## config.mk

```make
export PLATFORM = sky130hd
export DESIGN_NAME = dram_refresh_sched
export DESIGN_NICKNAME = d
export VERILOG_FILES = /design/src/rtl/dram_ref_pkg.sv /design/src/rtl/ras_pulse_gen.sv /design/src/rtl/ref_interval_timer.sv /design/src/rtl/ref_backlog_ctr.sv /design/src/rtl/dram_refresh_sched.sv
export SDC_FILE = /design/constraint.sdc
export NUM_CORES = 1
export LEC_CHECK = 0
export ABC_CLOCK_PERIOD_IN_PS = 4900
export BUFFER_PORTS_ARGS = -buffer_cell sky130_fd_sc_hd__buf_2
export CELL_PAD_IN_SITES_DETAIL_PLACEMENT = 0
export CELL_PAD_IN_SITES_GLOBAL_PLACEMENT = 2
export CORE_ASPECT_RATIO = 0.7
export CORE_MARGIN = 4
export CORE_UTILIZATION = 43
export DETAILED_ROUTE_END_ITERATION = 10
export PLACE_DENSITY = 0.8
export SYNTH_ARGS = -nofsm -noshare
export SYNTH_HDL_FRONTEND = slang
export SYNTH_SLANG_ARGS = --single-unit
```

## constraint.sdc

```tcl
create_clock -name clk_i -period 4.9 [get_ports clk_i]
set_clock_uncertainty 0.15 [all_clocks]
set_input_delay 0.735 -clock clk_i [delete_from_list [all_inputs] [get_ports clk_i]]
set_output_delay 0.735 -clock clk_i [all_outputs]
set_load 0.01 [all_outputs]
```

## src/rtl/dram_ref_pkg.sv

```systemverilog
package dram_ref_pkg;

  typedef enum logic [1:0] {
    ST_PAUSE = 2'd0,
    ST_WAKE  = 2'd1,
    ST_RUN   = 2'd2
  } sched_state_e;

  typedef enum logic [1:0] {
    PH_IDLE = 2'd0,
    PH_LOW  = 2'd1,
    PH_PRE  = 2'd2
  } ras_phase_e;

  function automatic int unsigned ns_to_cyc(int unsigned ns, int unsigned clk_ns);
    return (ns + clk_ns - 1) / clk_ns;
  endfunction

endpackage

```

## src/rtl/ras_pulse_gen.sv

```systemverilog
module ras_pulse_gen
  import dram_ref_pkg::*;
#(
  parameter int unsigned LOW_CYC = 38,
  parameter int unsigned PRE_CYC = 25
) (
  input  logic clk_i,
  input  logic rst_ni,
  input  logic start_i,
  output logic ras_n_o,
  output logic active_o,
  output logic done_o
);
  localparam int unsigned MAXC = (LOW_CYC > PRE_CYC) ? LOW_CYC : PRE_CYC;
  localparam int unsigned CW   = $clog2(MAXC + 1);

  ras_phase_e    phase_q;
  logic [CW-1:0] cnt_q;
  logic          ras_n_q;

  always_ff @(posedge clk_i or negedge rst_ni) begin
    if (!rst_ni) begin
      phase_q <= PH_IDLE;
      cnt_q   <= '0;
      ras_n_q <= 1'b1;
    end else begin
      unique case (phase_q)
        PH_IDLE: if (start_i) begin
          phase_q <= PH_LOW;
          cnt_q   <= CW'(LOW_CYC - 1);
          ras_n_q <= 1'b0;
        end
        PH_LOW: if (cnt_q == '0) begin
          phase_q <= PH_PRE;
          cnt_q   <= CW'(PRE_CYC - 1);
          ras_n_q <= 1'b1;
        end else begin
          cnt_q <= cnt_q - 1'b1;
        end
        PH_PRE: if (cnt_q == '0) phase_q <= PH_IDLE;
                else cnt_q <= cnt_q - 1'b1;
        default: phase_q <= PH_IDLE;
      endcase
    end
  end

  assign ras_n_o  = ras_n_q;
  assign active_o = (phase_q != PH_IDLE);
  assign done_o   = (phase_q == PH_PRE) && (cnt_q == '0);

  // checker counters: run lengths of RAS low and high
  logic [CW-1:0] chk_low_q, chk_high_q;
  always_ff @(posedge clk_i or negedge rst_ni) begin
    if (!rst_ni) begin
      chk_low_q  <= '0;
      chk_high_q <= '0;
    end else begin
      chk_low_q  <= ras_n_q ? '0 : chk_low_q + 1'b1;
      if (!ras_n_q)                       chk_high_q <= '0;
      else if (chk_high_q != CW'(PRE_CYC)) chk_high_q <= chk_high_q + 1'b1;
    end
  end

  assert_low_width_R4: assert property (@(posedge clk_i) disable iff (!rst_ni)
    $rose(ras_n_q) |-> chk_low_q == CW'(LOW_CYC));
  assert_pre_width_R4: assert property (@(posedge clk_i) disable iff (!rst_ni)
    $fell(ras_n_q) |-> $past(chk_high_q) == CW'(PRE_CYC));

endmodule

```

## src/rtl/ref_interval_timer.sv

```systemverilog
module ref_interval_timer #(
  parameter int unsigned INT_CYC = 3750
) (
  input  logic clk_i,
  input  logic rst_ni,
  input  logic en_i,
  output logic tick_o
);
  localparam int unsigned CW = $clog2(INT_CYC + 1);

  logic [CW-1:0] cnt_q;

  assign tick_o = en_i && (cnt_q == CW'(INT_CYC - 1));

  always_ff @(posedge clk_i or negedge rst_ni) begin
    if (!rst_ni)     cnt_q <= '0;
    else if (!en_i)  cnt_q <= '0;
    else if (tick_o) cnt_q <= '0;
    else             cnt_q <= cnt_q + 1'b1;
  end

endmodule

```

## src/rtl/ref_backlog_ctr.sv

```systemverilog
module ref_backlog_ctr #(
  parameter int unsigned PEND_MAX = 8
) (
  input  logic clk_i,
  input  logic rst_ni,
  input  logic inc_i,
  input  logic dec_i,
  input  logic clr_i,
  output logic pending_o
);
  localparam int unsigned CW = $clog2(PEND_MAX + 1);

  logic [CW-1:0] cnt_q;

  always_ff @(posedge clk_i or negedge rst_ni) begin
    if (!rst_ni) cnt_q <= '0;
    else if (clr_i) cnt_q <= '0;
    else if (inc_i && !dec_i && cnt_q != CW'(PEND_MAX)) cnt_q <= cnt_q + 1'b1;
    else if (dec_i && !inc_i && cnt_q != '0) cnt_q <= cnt_q - 1'b1;
  end

  assign pending_o = (cnt_q != '0);

  assert_pend_bound_R9: assert property (@(posedge clk_i) disable iff (!rst_ni)
    cnt_q <= CW'(PEND_MAX));
  assert_pend_drain_R9: assert property (@(posedge clk_i) disable iff (!rst_ni)
    (dec_i && !clr_i) |-> cnt_q != '0);

endmodule

```

## src/rtl/dram_refresh_sched.sv

```systemverilog
module dram_refresh_sched
  import dram_ref_pkg::*;
#(
  parameter int unsigned CLK_NS        = 4,
  parameter int unsigned PAUSE_NS      = 200000,
  parameter int unsigned REF_PERIOD_NS = 4000000,
  parameter int unsigned ROW_W         = 8,
  parameter int unsigned WAKE_CYCLES   = 8,
  parameter int unsigned RAS_LOW_NS    = 150,
  parameter int unsigned RAS_PRE_NS    = 100,
  parameter int unsigned MARGIN_NS     = 0,
  parameter int unsigned INT_MARGIN_NS = 625,
  parameter int unsigned PEND_MAX      = 8
) (
  input  logic             clk_i,
  input  logic             rst_ni,
  input  logic             gnt_i,
  output logic             req_o,
  output logic             busy_o,
  output logic             init_done_o,
  output logic             ras_n_o,
  output logic             cas_n_o,
  output logic [ROW_W-1:0] row_o
);
  localparam int unsigned ROWS      = 1 << ROW_W;
  localparam int unsigned PAUSE_CYC = ns_to_cyc(PAUSE_NS, CLK_NS);
  localparam int unsigned LOW_CYC   = ns_to_cyc(RAS_LOW_NS + MARGIN_NS, CLK_NS);
  localparam int unsigned PRE_CYC   = ns_to_cyc(RAS_PRE_NS + MARGIN_NS, CLK_NS);
  localparam int unsigned INT_CYC   = (REF_PERIOD_NS / ROWS - INT_MARGIN_NS) / CLK_NS;
  localparam int unsigned IDLE_CYC  = REF_PERIOD_NS / CLK_NS;
  localparam int unsigned PAUSE_W   = $clog2(PAUSE_CYC + 1);
  localparam int unsigned WAKE_W    = $clog2(WAKE_CYCLES + 1);
  localparam int unsigned IDLE_W    = $clog2(IDLE_CYC + 1);

  sched_state_e      state_q;
  logic [PAUSE_W-1:0] pause_q;
  logic [WAKE_W-1:0]  wake_q;
  logic [IDLE_W-1:0]  idle_q;
  logic               init_q;
  logic [ROW_W-1:0]   row_q;

  logic active, pulse_done, pend_nz, tick;
  logic want, req, start, idle_hit, ras_n;

  assign want     = (state_q == ST_WAKE) || ((state_q == ST_RUN) && pend_nz);
  assign req      = want && !active;
  assign start    = req && gnt_i;
  assign idle_hit = (state_q == ST_RUN) && !start && (idle_q == IDLE_W'(IDLE_CYC - 1));

  ras_pulse_gen #(.LOW_CYC(LOW_CYC), .PRE_CYC(PRE_CYC)) u_pulse (
    .clk_i, .rst_ni, .start_i(start),
    .ras_n_o(ras_n), .active_o(active), .done_o(pulse_done)
  );

  ref_interval_timer #(.INT_CYC(INT_CYC)) u_timer (
    .clk_i, .rst_ni, .en_i(state_q == ST_RUN), .tick_o(tick)
  );

  ref_backlog_ctr #(.PEND_MAX(PEND_MAX)) u_backlog (
    .clk_i, .rst_ni,
    .inc_i(tick), .dec_i(pulse_done && (state_q == ST_RUN)), .clr_i(idle_hit),
    .pending_o(pend_nz)
  );

  always_ff @(posedge clk_i or negedge rst_ni) begin
    if (!rst_ni) begin
      state_q <= ST_PAUSE;
      pause_q <= '0;
      wake_q  <= '0;
      idle_q  <= '0;
      init_q  <= 1'b0;
      row_q   <= '0;
    end else begin
      if (pulse_done) row_q <= row_q + 1'b1;
      // cycles since the last RAS start, only watched once initialized
      if (state_q != ST_RUN || start || idle_hit) idle_q <= '0;
      else                                        idle_q <= idle_q + 1'b1;
      unique case (state_q)
        ST_PAUSE: begin
          if (pause_q == PAUSE_W'(PAUSE_CYC - 1)) begin
            state_q <= ST_WAKE;
            wake_q  <= WAKE_W'(WAKE_CYCLES);
          end else begin
            pause_q <= pause_q + 1'b1;
          end
        end
        ST_WAKE: begin
          if (pulse_done) begin
            wake_q <= wake_q - 1'b1;
            if (wake_q == WAKE_W'(1)) begin
              state_q <= ST_RUN;
              init_q  <= 1'b1;
            end
          end
        end
        ST_RUN: begin
          if (idle_hit) begin
            state_q <= ST_WAKE;
            wake_q  <= WAKE_W'(WAKE_CYCLES);
            init_q  <= 1'b0;
          end
        end
        default: state_q <= ST_PAUSE;
      endcase
    end
  end

  assign req_o       = req;
  assign busy_o      = active;
  assign init_done_o = init_q;
  assign ras_n_o     = ras_n;
  assign cas_n_o     = 1'b1;
  assign row_o       = row_q;

  assert_pause_quiet_R2: assert property (@(posedge clk_i) disable iff (!rst_ni)
    (state_q == ST_PAUSE) |-> (ras_n_o && !req_o));
  assert_init_after_wake_R3: assert property (@(posedge clk_i) disable iff (!rst_ni)
    $rose(init_done_o) |-> $past(pulse_done));
  assert_row_hold_R6: assert property (@(posedge clk_i) disable iff (!rst_ni)
    (!ras_n_o && $past(!ras_n_o)) |-> $stable(row_o));
  assert_grant_start_R7: assert property (@(posedge clk_i) disable iff (!rst_ni)
    $fell(ras_n_o) |-> $past(gnt_i && req_o));
  assert_busy_cover_R7: assert property (@(posedge clk_i) disable iff (!rst_ni)
    !ras_n_o |-> busy_o);
  assert_no_req_busy_R7: assert property (@(posedge clk_i) disable iff (!rst_ni)
    busy_o |-> !req_o);

endmodule

```

# Word level (Yosys, flattened, before mapping)
# Cells that the tools add are included.
dict set report word_totals {
  elab_cells 104
  reg_bits 76
  latch_bits 0
  in_bits 3
  output_inout_bits 13
  romBits 0
  memories 0
  ram_bits 0
}
dict set report classes {
  magnitude_cmp 0
  multipliers 0
  n_mux 30
  bitwise 1
  addsub 8
  eq_ne 18
  n_shift 0
  reduce_logical 36
  div 0
}
# operator n
set ops {}
lappend ops {{two-way mux 12 bit} 2}
lappend ops {{two-way mux 4 bit} 6}
lappend ops {{adder 20 x 1 -> 20 bit (second input constant)} 1}
lappend ops {{equality test 20 bit (second input constant)} 1}
lappend ops {{two-way mux 20 bit} 1}
lappend ops {{two-way mux 6 bit} 3}
lappend ops {{case mux 6 bit (3 select lines)} 1}
lappend ops {{adder 16 x 1 -> 16 bit (second input constant)} 1}
lappend ops {{equality test 16 bit (second input constant)} 1}
lappend ops {{two-way mux 2 bit} 7}
lappend ops {{adder 12 x 1 -> 12 bit (second input constant)} 1}
lappend ops {{equality test 12 bit (second input constant)} 1}
lappend ops {{logical AND 1 bit} 12}
lappend ops {{!= test 2 bit (second input constant)} 6}
lappend ops {{case mux 2 bit (3 select lines)} 2}
lappend ops {{case mux 4 bit (3 select lines)} 1}
lappend ops {{AND reduction 4 bit} 3}
lappend ops {{AND reduction 3 bit} 3}
lappend ops {{nonzero test 3 bit} 3}
lappend ops {{adder 8 x 1 -> 8 bit (second input constant)} 1}
lappend ops {{subtractor 4 x 1 -> 4 bit (second input constant)} 2}
lappend ops {{zero test 6 bit} 1}
lappend ops {{!= test 2 x 1 -> 1 bit (second input constant)} 3}
lappend ops {{nonzero test 2 bit} 3}
lappend ops {{other kinds (14)} 27}

# Logic depth before layout (Yosys ltp)
# Gate-level depths: netlist of the first run.
dict set report depth {
  depth_word 10
  depth_mapped 12
  mapped_depth_nobuf 12
}

# Modules after synthesis
# A second synthesis of the first run with hierarchy kept.
dict set report hier_totals {
  hier_cells 423
  hier_area_um2 4227.8
}
# module seq_area_each_um2 n_inst cells_per_inst area_each_um2
set modules_own_cells {}
lappend modules_own_cells {dram_refresh_sched 1276.2 1 251 2563.7}
lappend modules_own_cells {ref_interval_timer 300.3 1 63 659.4}
lappend modules_own_cells {ras_pulse_gen 226.5 1 72 638.1}
lappend modules_own_cells {ref_backlog_ctr 100.1 1 37 366.6}

# Worst setup path before layout of the first run
# Ideal clock, no wire load.
dict set report synth_timing {
  path_kind {register to register}
  startpoint {register u_timer.cnt_q[6]}
  endpoint {register u_backlog.cnt_q[3]}
  synth_period_minus_slack_ps 2862
  required_ps 4664
  t_arrival_ps 2626
  setup_ps 86
  path_stages_with_launch 11
  n_path_buf 0
  slack_ps 2038
  cell_sequence {dfrtp_1 > or3b_1 > nor4_2 > and3_1 > inv_1 > ha_1 > a21oi_1 > nand2_1 > or4_1 > and3b_1 > nor3_1}
}
dict set report synth_between {
  elab_chain_cells 6
  elab_cells_between_ends 10
  cone_classes {1 x eq/ne; 2 x mux; 7 x reduce/logical}
}
# item line_no
set synth_rtl {}
lappend synth_rtl {{start: declaration} ref_interval_timer.sv:11} ;# logic [CW-1:0] cnt_q;
lappend synth_rtl {{start signal: assignment} ref_interval_timer.sv:19} ;# else cnt_q <= cnt_q + 1'b1;
lappend synth_rtl {{equality test 12 bit (*)} ref_interval_timer.sv:13} ;# assign tick_o = en_i && (cnt_q == CW'(INT_CYC - 1));
lappend synth_rtl {{logical AND 1 bit (*)} ref_interval_timer.sv:13}
lappend synth_rtl {{logical AND 1 bit / zero test 1 bit (equally long branches)} {ref_backlog_ctr.sv:18, ref_backlog_ctr.sv:19}}
lappend synth_rtl {{logical AND 1 bit (on tied branches)} {ref_backlog_ctr.sv:18, ref_backlog_ctr.sv:19}}
lappend synth_rtl {{two-way mux 4 bit / logical AND 1 bit (equally long branches)} {ref_backlog_ctr.sv:18, ref_backlog_ctr.sv:19}}
lappend synth_rtl {{two-way mux 4 bit / nonzero test 3 bit (equally long branches)} --}
lappend synth_rtl {{end signal: assignment} ref_backlog_ctr.sv:18} ;# else if (inc_i && !dec_i && cnt_q != CW'(PEND_MAX)) cnt_q <= cnt_q + 1'b1;
lappend synth_rtl {{end signal: assignment} ref_backlog_ctr.sv:19} ;# else if (dec_i && !inc_i && cnt_q != '0) cnt_q <= cnt_q - 1'b1;
lappend synth_rtl {{end: declaration} ref_backlog_ctr.sv:13} ;# logic [CW-1:0] cnt_q;
# Mark *: on every way between the ends. The rest lies on a longest branch, timed or not.
# A chain may end at the register's enable or synchronous reset.

# Worst setup path after layout of the first run
# Same ends and word-level chain as after synthesis.

==> results of run 1 <==
-- cell type report --
type,count,area [um^2]
Clock inverter,7,88.84
Inverter,16,60.06
Multi-Input combinational cell,293,1939
Clock buffer,9,225.2
Timing Repair Buffer,15,80.08
Sequential cell,76,1903
Tap cell,120,150.1
Fill cell,810,4242
-- synth_stat cells (2+ instances only) --
| library cell | number | area, um^2 |
|---|---|---|
| dfrtp_1 | 75 | 1877 |
| nor2_1 | 51 | 191.4 |
| xnor2_1 | 31 | 271.5 |
| nand3_1 | 30 | 150.1 |
| nand2_1 | 28 | 105.1 |
| xor2_1 | 22 | 192.7 |
| inv_1 | 16 | 60.06 |
| and3_1 | 15 | 93.84 |
| ha_1 | 15 | 187.7 |
| o21ai_0 | 13 | 65.06 |
| a21oi_1 | 10 | 50.05 |
| nand4_1 | 10 | 62.56 |
| nor3_1 | 10 | 50.05 |
| and4_1 | 4 | 35.03 |
| nand2b_1 | 4 | 25.02 |
| and3b_1 | 3 | 26.28 |
| or3_1 | 3 | 18.77 |
| or4_1 | 3 | 22.52 |
| a22o_1 | 2 | 17.52 |
| a311oi_2 | 2 | 30.03 |
| a31oi_1 | 2 | 12.51 |
| and2_1 | 2 | 12.51 |
| buf_2 | 2 | 10.01 |
| clkbuf_1 | 2 | 7.510 |
| mux2_2 | 2 | 22.52 |
| nand4b_1 | 2 | 17.52 |
| nor4_1 | 2 | 12.51 |
| o21a_1 | 2 | 15.01 |
| o22a_1 | 2 | 17.52 |
| or4b_1 | 2 | 20.02 |
-- cells by family after synthesis --
logic type | Yosys count
buffers and inverters | 22
AND/OR/NAND/NOR | 177
flip-flops | 76
adder cells (fa/ha/maj) | 16
other | 1
AO/OA/AOI/OAI | 43
XOR/XNOR | 53
multiplexers | 3
-- through the flow --
step / setup slack, ns / instances / instance area, um^2 / util
final: 1.819 / 536 / 4447 / 0.5118
after global routing: 1.599 / 536 / 4447 / 0.5118
after CTS: 1.804 / 536 / 4447 / 0.5118
after detailed placement: 1.831 / 520 / 4133 / 0.4757
after global placement: 1.889 / 520 / 4133 / 0.4757
after floorplan: 2.038 / 391 / 3939 / -
-- cell usage in the layout, fill, tap and decap left out, types with 9 or more instances in the layout --
| master | instances |
|---|---|
| nand3_1 | 30 |
| clkbuf_16 | 9 |
| o21ai_0 | 13 |
| nand2_1 | 28 |
| and3_1 | 15 |
| xnor2_1 | 31 |
| inv_1 | 16 |
| nor2_1 | 51 |
| ha_1 | 15 |
| nand4_1 | 10 |
| nor3_1 | 10 |
| dfrtp_1 | 75 |
| a21oi_1 | 10 |
| xor2_1 | 22 |
| buf_2 | 13 |
-- path summary, 6_finish.rpt --
| kind | from | end | slack [ns] | cells past startpoint |
|---|---|---|---|---|
| setup / recovery | u_timer.cnt_q[6] | u_backlog.cnt_q[3] | 1.82 | 10 |
| hold / removal | idle_q[0] | idle_q[0] | 0.32 | 1 |
| setup reg to reg | u_timer.cnt_q[6] | u_backlog.cnt_q[3] | 1.82 | 10 |
| hold reg to reg | idle_q[0] | idle_q[0] | 0.32 | 1 |
| max in group asynchronous | rst_ni | pause_q[15] | 3.57 | 1 |
| min in group asynchronous | rst_ni | row_o[6] | 0.42 | 1 |
-- worst max-delay path, cell delays in order, from the launching register on --
cell     delay (ns)
dfrtp_1        0.43
or3b_1         0.42
nor4_2         0.36
and3_1         0.26
inv_1          0.07
ha_1           0.31
a21oi_1        0.17
nand2_1        0.08
or4_1          0.41
and3b_1        0.19
nor3_1         0.15
-- state kept, by name (all words and copies together), names as in the netlist --
| register | flops |
|---|---|
| row_o | 8 |
| u_pulse.cnt_q | 6 |
| wake_q | 4 |
| state_q | 2 |
| pause_q | 16 |
| u_pulse.phase_q | 2 |
| u_timer.cnt_q | 12 |
| u_pulse.ras_n_o | 1 |
| init_done_o | 1 |
| u_backlog.cnt_q | 4 |
| idle_q | 20 |
-- metal layers --
layer / wire [um] / GRT usage / vias up
li1: - / - / 1406
met1: 3957 / 0.2246 / 1332
met2: 3029 / 0.2268 / 49
met3: 324 / 0.04519 / 6
met4: 64 / 0.03963 / 0
met5: 0 / 0 / -
-- power by group --
group,switching [mW],internal [mW]
sequential,0.0540,0.683
combinational,0.202,0.140
clock,0.250,0.444
==> flow_summary.toml, run 1 <==
[power_and_ir_drop]
power_leakage_nw = 2.034
powerDensity_mw_per_mm2 = 398.6
power_mw = 1.772
vdd_drop_max_mv = 0.2338

[logic_synthesis]
synth_compound_area_frac = 0.07433
synthArstFlopShare = 1.000
synth_cell_types = 54
synth_edf_count = 0
synth_nets = 410
yosysSeqAreaShare = 0.4832
synthAdderAreaFrac = 0.05273
synthCells = 391
post_synth_xor_area_fraction = 0.1179
yosys.area_share.simple = 0.2382
synth_area_mm2 = 0.003939
postSynthAreaPerCell_um2 = 10.07
synth_flop_cell = "dfrtp_1"
synth_top_family_by_area = "simple AND/OR/NAND/NOR gates"
ys_seq_elements = 76
synth_mux_area_frac = 0.008259
yosys_warnings = 0

[worst_setup_path]
crit_path_max_fanout = 6
cp.arrival_ns = 3.17
startpoint_type = "flip-flop"
crit_required_ns = 4.99
path_class = "flip-flop to flip-flop"
critPathCaptureType = "flip-flop"

[placement]
gp_congestion = 0.7706
portBuffers = 14
hpwl_um = 5209

[detailed_routing]
wl_per_cell_um = 13.76
vias_per_cell = 5.211
route.detailed.drc = 0
drt-total-wl_um = 7377
drt_first_iter_violations = 153
vias = 2793
drt_first_pass_iters = 5
drtAntennaViolNets = 0

[job]
cap_violations = 0

[layout]
syn_to_final_growth_pct = 12.90
n_antenna_cell = 0
layout.nets = 430
drive_gt1_frac = 0.1010

[cts]
clk_pin_slew_worst_paths_ns = 0.06
cts_tree = "yes"
cts-root-buf = "clkbuf_16"
cts_resized = 0
cts_buffers = 9
htree_num_levels = 3
cts_num_sinks = 76
cts_buffer_depth = 2
postCtsHoldBufs = 0
clock_latency_ns = 0.33
cts_post_setup_buffers_inserted = 0

[timing]
finalHoldViolCount = 0
holdWs_ns = 0.3171
fmax_ghz = 0.3246
rsz0062_at_grt = "false"
max_slew_margin = 0.3596
setup_viol = 0
tightest_slew_ns = 0.9606
fin_tns_setup_ns = 0
finalCriticalPeriod_ns = 3.081
drv_slew = 0
fin_crit_sh = 0.6287

[grt]
grt_usage = 0.1546
grt_first_pass_wirelength_um = 13080
grt_max_degree = 77
first_global_vias = 2674
grt_overflow_total = 0
antenna_found_initial = 0

[floorplan]
fp.dieW_um = 122.4
io_pins = 16
die_y_um = 88.08
start_util = 0.4533
core.rowCount = 28
die-area_mm2 = 0.01078
design.core.area_mm2 = 0.008688

[status]
status = "finished, final reports clean"

[min_path]
hp-class = "flip-flop to flip-flop"
No activity file was read; power rests on OpenSTA's default activity.
==> inputs of run 2 (changes only) <==
ABC_CLOCK_PERIOD_IN_PS = 2600   (was 4900)
CORE_UTILIZATION = 36   (was 43)
PLACE_DENSITY = 0.71   (was 0.8)
clock period = 2.6 ns   (was 4.9 ns; I/O delays follow)
==> flow_summary.toml, run 2 (synthesized netlist as in run 1, its figures left out) <==
[floorplan]
fp.dieW_um = 133.0
io_pins = 16
design.core.area_mm2 = 0.01051
start_util = 0.3747
die_y_um = 95.52
core.rowCount = 31
die-area_mm2 = 0.01271

[timing]
drv_slew = 0
tightest_slew_ns = 0.7724
timing.final.ws_setup_ns = -0.1087
finalCriticalPeriod_ns = 2.709
fin_crit_sh = 1.042
fin_tns_setup_ns = -0.1087
fmax_ghz = 0.3692
finalHoldViolCount = 0
setup_viol = 1
rsz0062_at_grt = "true"
max_slew_margin = 0.4811

[cts]
cts_buffer_depth = 2
clk_pin_slew_worst_paths_ns = 0.06
clock_latency_ns = 0.33
cts_buffers = 9
cts_post_setup_buffers_inserted = 0
htree_num_levels = 3
cts_num_sinks = 76
cts-root-buf = "clkbuf_16"
cts_tree = "yes"

[layout]
filler_cell_count = 997
multi_input_area_mm2 = 0.001989
regArea_mm2 = 0.001903
n_antenna_cell = 0
final_core_util = 0.4601
final_common_cell = "dfrtp_1"
largest_reg_flops = 20
final_area_mm2 = 0.004836
top_register = "idle_q"
top_regs = "idle_q: 20 flops, pause_q: 16 flops, u_timer.cnt_q: 12 flops"
drive_gt1_frac = 0.1894
syn_to_final_growth_pct = 22.78
final_cell_mix = "dfrtp_1 (75), nor2_1 (51), buf_4 (38), xnor2_1 (31), nand3_1 (30)"
layout.nets = 468

[grt]
antenna_found_initial = 0
grt_max_degree = 77
grt_usage = 0.1447
grt_first_pass_wirelength_um = 14500
first_global_vias = 2851
grt_overflow_total = 0

[detailed_routing]
vias = 2882
drt_first_pass_iters = 4
wl_per_cell_um = 13.82
route.detailed.drc = 0
drt-total-wl_um = 8319
drt_first_iter_violations = 137
vias_per_cell = 4.787
drtAntennaViolNets = 0

[worst_setup_path]
slowest_delay_ns = 0.41
worst_path_max_delay_cell = "or3b_4"
startpoint_type = "flip-flop"
crit_required_ns = 2.65
cp_top_family = "simple AND/OR/NAND/NOR gates"
cp.arrival_ns = 2.76
crit_chain = "or3b_4, nor4_4, and3_4, inv_2, ha_4, a21oi_2, nand2_1, or4_1, a21boi_1, nor3_2"
crit_path_max_fanout = 3
path_buf_inv = 1
critPathCaptureType = "flip-flop"
path_class = "flip-flop to flip-flop"

[status]
status = "complete, but fails checks"
failed_checks = "negative setup slack"

[placement]
hpwl_um = 6006
portBuffers = 14
dpl_cell_area_mm2 = 0.004492
gp_congestion = 0.7557

[power_and_ir_drop]
power_mw = 3.492
powerDensity_mw_per_mm2 = 722.0
vdd_drop_max_mv = 0.3474
power_leakage_nw = 2.214

[job]
cap_violations = 0

[min_path]
hp-class = "input pin to flip-flop"
==> run 2: cell count changes in the layout (fill, tap and decap cells not counted), sizes merged <==
| cell | previous run | this run |
|---|---|---|
| dlygate4sd3 | 0 | 1 |
| clkbuf | 9 | 10 |
| buf | 15 | 52 |
| clkinvlp | 0 | 2 |
| inv | 17 | 16 |
| clkinv | 4 | 2 |
==> run 2: path summary, 6_finish.rpt <==
| path | from | endpoint | slack (ns) | cells after the start |
|---|---|---|---|---|
| setup / recovery | u_timer.cnt_q[6] | u_backlog.cnt_q[3] | -0.11 | 10 |
| min in group asynchronous | rst_ni | row_o[4] | 0.46 | 3 |
| max in group asynchronous | rst_ni | u_pulse.ras_n_o | 1.50 | 3 |
| setup reg to reg | u_timer.cnt_q[6] | u_backlog.cnt_q[3] | -0.11 | 10 |
| hold reg to reg | idle_q[0] | idle_q[0] | 0.31 | 1 |
| hold / removal | gnt_i | u_pulse.ras_n_o | 0.30 | 4 |
==> run 2: tightest hold or removal path: cells and delay by family <==
kind	cells	cell delay (ns)
buffers and inverters	1	0.12
AO/OA/AOI/OAI	1	0.15
AND/OR/NAND/NOR	2	0.13
==> run 2: where the power goes <==
part / internal [mW] / switching [mW]
Clock: 0.840 / 0.485
Combinational: 0.348 / 0.434
Sequential: 1.29 / 0.0977
Total: 2.47 / 1.02
==> run 2: through the flow <==
| stage | std cells | hold WS [ns] | worst slack (ns) |
|---|---|---|---|
| 6_report | 602 | 0.2993 | -0.1087 |
| 5_1_grt | 602 | 0.3165 | -0.2544 |
| 4_1_cts | 602 | 0.2826 | -0.1122 |
| 3_5_place_dp | 585 | 0.2965 | -0.1630 |
| 3_3_place_gp | 585 | 0.2961 | -0.05603 |
| 2_1_floorplan | 391 | -0.05559 | -0.06678 |
==> run 2: what timing repair did <==
item / 4_1_cts / 5_1_grt
resized for setup: 3 / 1
hold buffers: 1 / 0
hold endpoints to repair: 75 / 0
setup endpoints to repair: 1 / 1
pin swaps: 3 / 0
==> run 2: metal layers <==
metal	global-route usage	routed length, um	vias up
met1	0.2217	4763	1350
li1	-	-	1494
met3	0.04008	250	9
met5	0	0	-
met4	0.04152	93	0
met2	0.1959	3211	29
==> run 2: layout make-up <==
cell class	count	area share
Tap cell	148	0.03829
Inverter	16	0.01242
Multi-Input combinational cell	293	0.4114
Sequential cell	76	0.3935
Timing Repair Buffer	53	0.07865
Clock inverter	6	0.01837
Clock buffer	10	0.04735
==> inputs of run 3 (changes only) <==
RECOVER_POWER = 100   (was default)
==> flow_summary.toml, run 3 (synthesized netlist as in run 1, its figures left out) <==
[status]
status = "complete, but fails checks"
failed_checks = "negative setup slack"

[layout]
top_register = "idle_q"
n_antenna_cell = 0
drive_gt1_frac = 0.1498
syn_to_final_growth_pct = 21.28
multi_input_area_mm2 = 0.001974
filler_cell_count = 1008
regArea_mm2 = 0.001903
top_regs = "idle_q: 20 flops, pause_q: 16 flops, u_timer.cnt_q: 12 flops"
final_cell_mix = "dfrtp_1 (75), nor2_1 (51), buf_4 (32), xnor2_1 (31), nand3_1 (30)"
final_area_mm2 = 0.004777
layout.nets = 468
final_common_cell = "dfrtp_1"
largest_reg_flops = 20

[worst_setup_path]
crit_path_max_fanout = 3
worstReg2RegStart = "u_timer.cnt_q[6]"
r2r-end = "u_backlog.cnt_q[3]"
crit_required_ns = 2.65
crit_path_end = "u_backlog.cnt_q[3]"
r2r_slack_ns = -0.11
startpoint_type = "flip-flop"
crit_start = "u_timer.cnt_q[6]"
cp.arrival_ns = 2.76
critPathCaptureType = "flip-flop"
path_class = "flip-flop to flip-flop"
r2r_cells = 10

[power_and_ir_drop]
power_leakage_nw = 2.150
power_mw = 3.476
vdd_drop_max_mv = 0.3736
powerDensity_mw_per_mm2 = 727.6

[floorplan]
start_util = 0.3747
fp.dieW_um = 133.0
io_pins = 16
die-area_mm2 = 0.01271
die_y_um = 95.52
core.rowCount = 31
design.core.area_mm2 = 0.01051

[job]
cap_violations = 0

[detailed_routing]
drt_first_iter_violations = 106
route.detailed.drc = 0
vias = 2877
drt_first_pass_iters = 4
vias_per_cell = 4.779
drtAntennaViolNets = 0
drt-total-wl_um = 8319
wl_per_cell_um = 13.82

[placement]
dpl_cell_area_mm2 = 0.004492
portBuffers = 14
hpwl_um = 6006
gp_congestion = 0.7557

[cts]
cts_buffer_depth = 2
htree_num_levels = 3
cts_num_sinks = 76
cts_tree = "yes"
clock_latency_ns = 0.33
clk_pin_slew_worst_paths_ns = 0.06
cts_post_setup_buffers_inserted = 0
cts-root-buf = "clkbuf_16"
cts_buffers = 9

[grt]
first_global_vias = 2851
grt_overflow_total = 0
grt_first_pass_wirelength_um = 14500
grt_max_degree = 77
antenna_found_initial = 0
grt_usage = 0.1447

[min_path]
hp-class = "input pin to flip-flop"
hold_depth = 4
hold_path_startpoint = "gnt_i"

[timing]
fmax_ghz = 0.3692
fin_crit_sh = 1.042
rsz0062_at_grt = "true"
finalCriticalPeriod_ns = 2.709
max_slew_margin = 0.3036
drv_slew = 0
setup_viol = 1
holdWs_ns = 0.2937
fin_tns_setup_ns = -0.1088
tightest_slew_ns = 1.045
timing.final.ws_setup_ns = -0.1088
finalHoldViolCount = 0
[run 3: worst max-delay path, stage by stage (launching register included)]
cell      delay (ns)
dfrtp_1         0.37
or3b_4          0.41
nor4_4          0.30
and3_4          0.23
inv_2           0.05
ha_4            0.22
a21oi_2         0.12
nand2_1         0.07
or4_1           0.41
a21boi_1        0.19
nor3_2          0.06
[run 3: cell type report]
class,count,share of cell area
Sequential cell,76,0.3984
Tap cell,148,0.03876
Clock inverter,6,0.01860
Inverter,16,0.01257
Timing Repair Buffer,53,0.07046
Multi-Input combinational cell,293,0.4133
Clock buffer,10,0.04793
[run 3: power by group]
group / switching, mW / total, mW / internal (mW) / leakage [nW]
registers: 0.0987 / 1.39 / 1.29 / 0.980
clock network: 0.484 / 1.32 / 0.840 / 0.149
logic: 0.432 / 0.765 / 0.333 / 1.02
[run 3: worst min path at each step]
stage                      end
3_5_place_dp          row_o[5]
6_report       u_pulse.ras_n_o
2_1_floorplan        idle_q[0]
3_3_place_gp          row_o[5]
5_1_grt        u_pulse.ras_n_o
4_1_cts        u_pulse.ras_n_o
[run 3: metal layers]
metal  track usage  wire length [um]
met5             0                 0
met4       0.04152                93
met3       0.04008               298
met2        0.1959              3185
met1        0.2217              4741
[run 3: through the flow]
| stage | setup WS [ns] | instances | util |
|---|---|---|---|
| after floorplan | -0.06678 | 391 | - |
| final | -0.1088 | 602 | 0.4545 |
| after global routing | -0.2544 | 602 | 0.4545 |
| after detailed placement | -0.1630 | 585 | 0.4273 |
| after CTS | -0.1122 | 602 | 0.4596 |
| after global placement | -0.05603 | 585 | 0.4273 |
[run 3: what timing repair did]
item	in CTS	in global routing
endpoints found under the setup margin	1	1
resized for setup	3	1
hold buffers	1	0
pin swaps	3	0
hold endpoints to repair	75	0
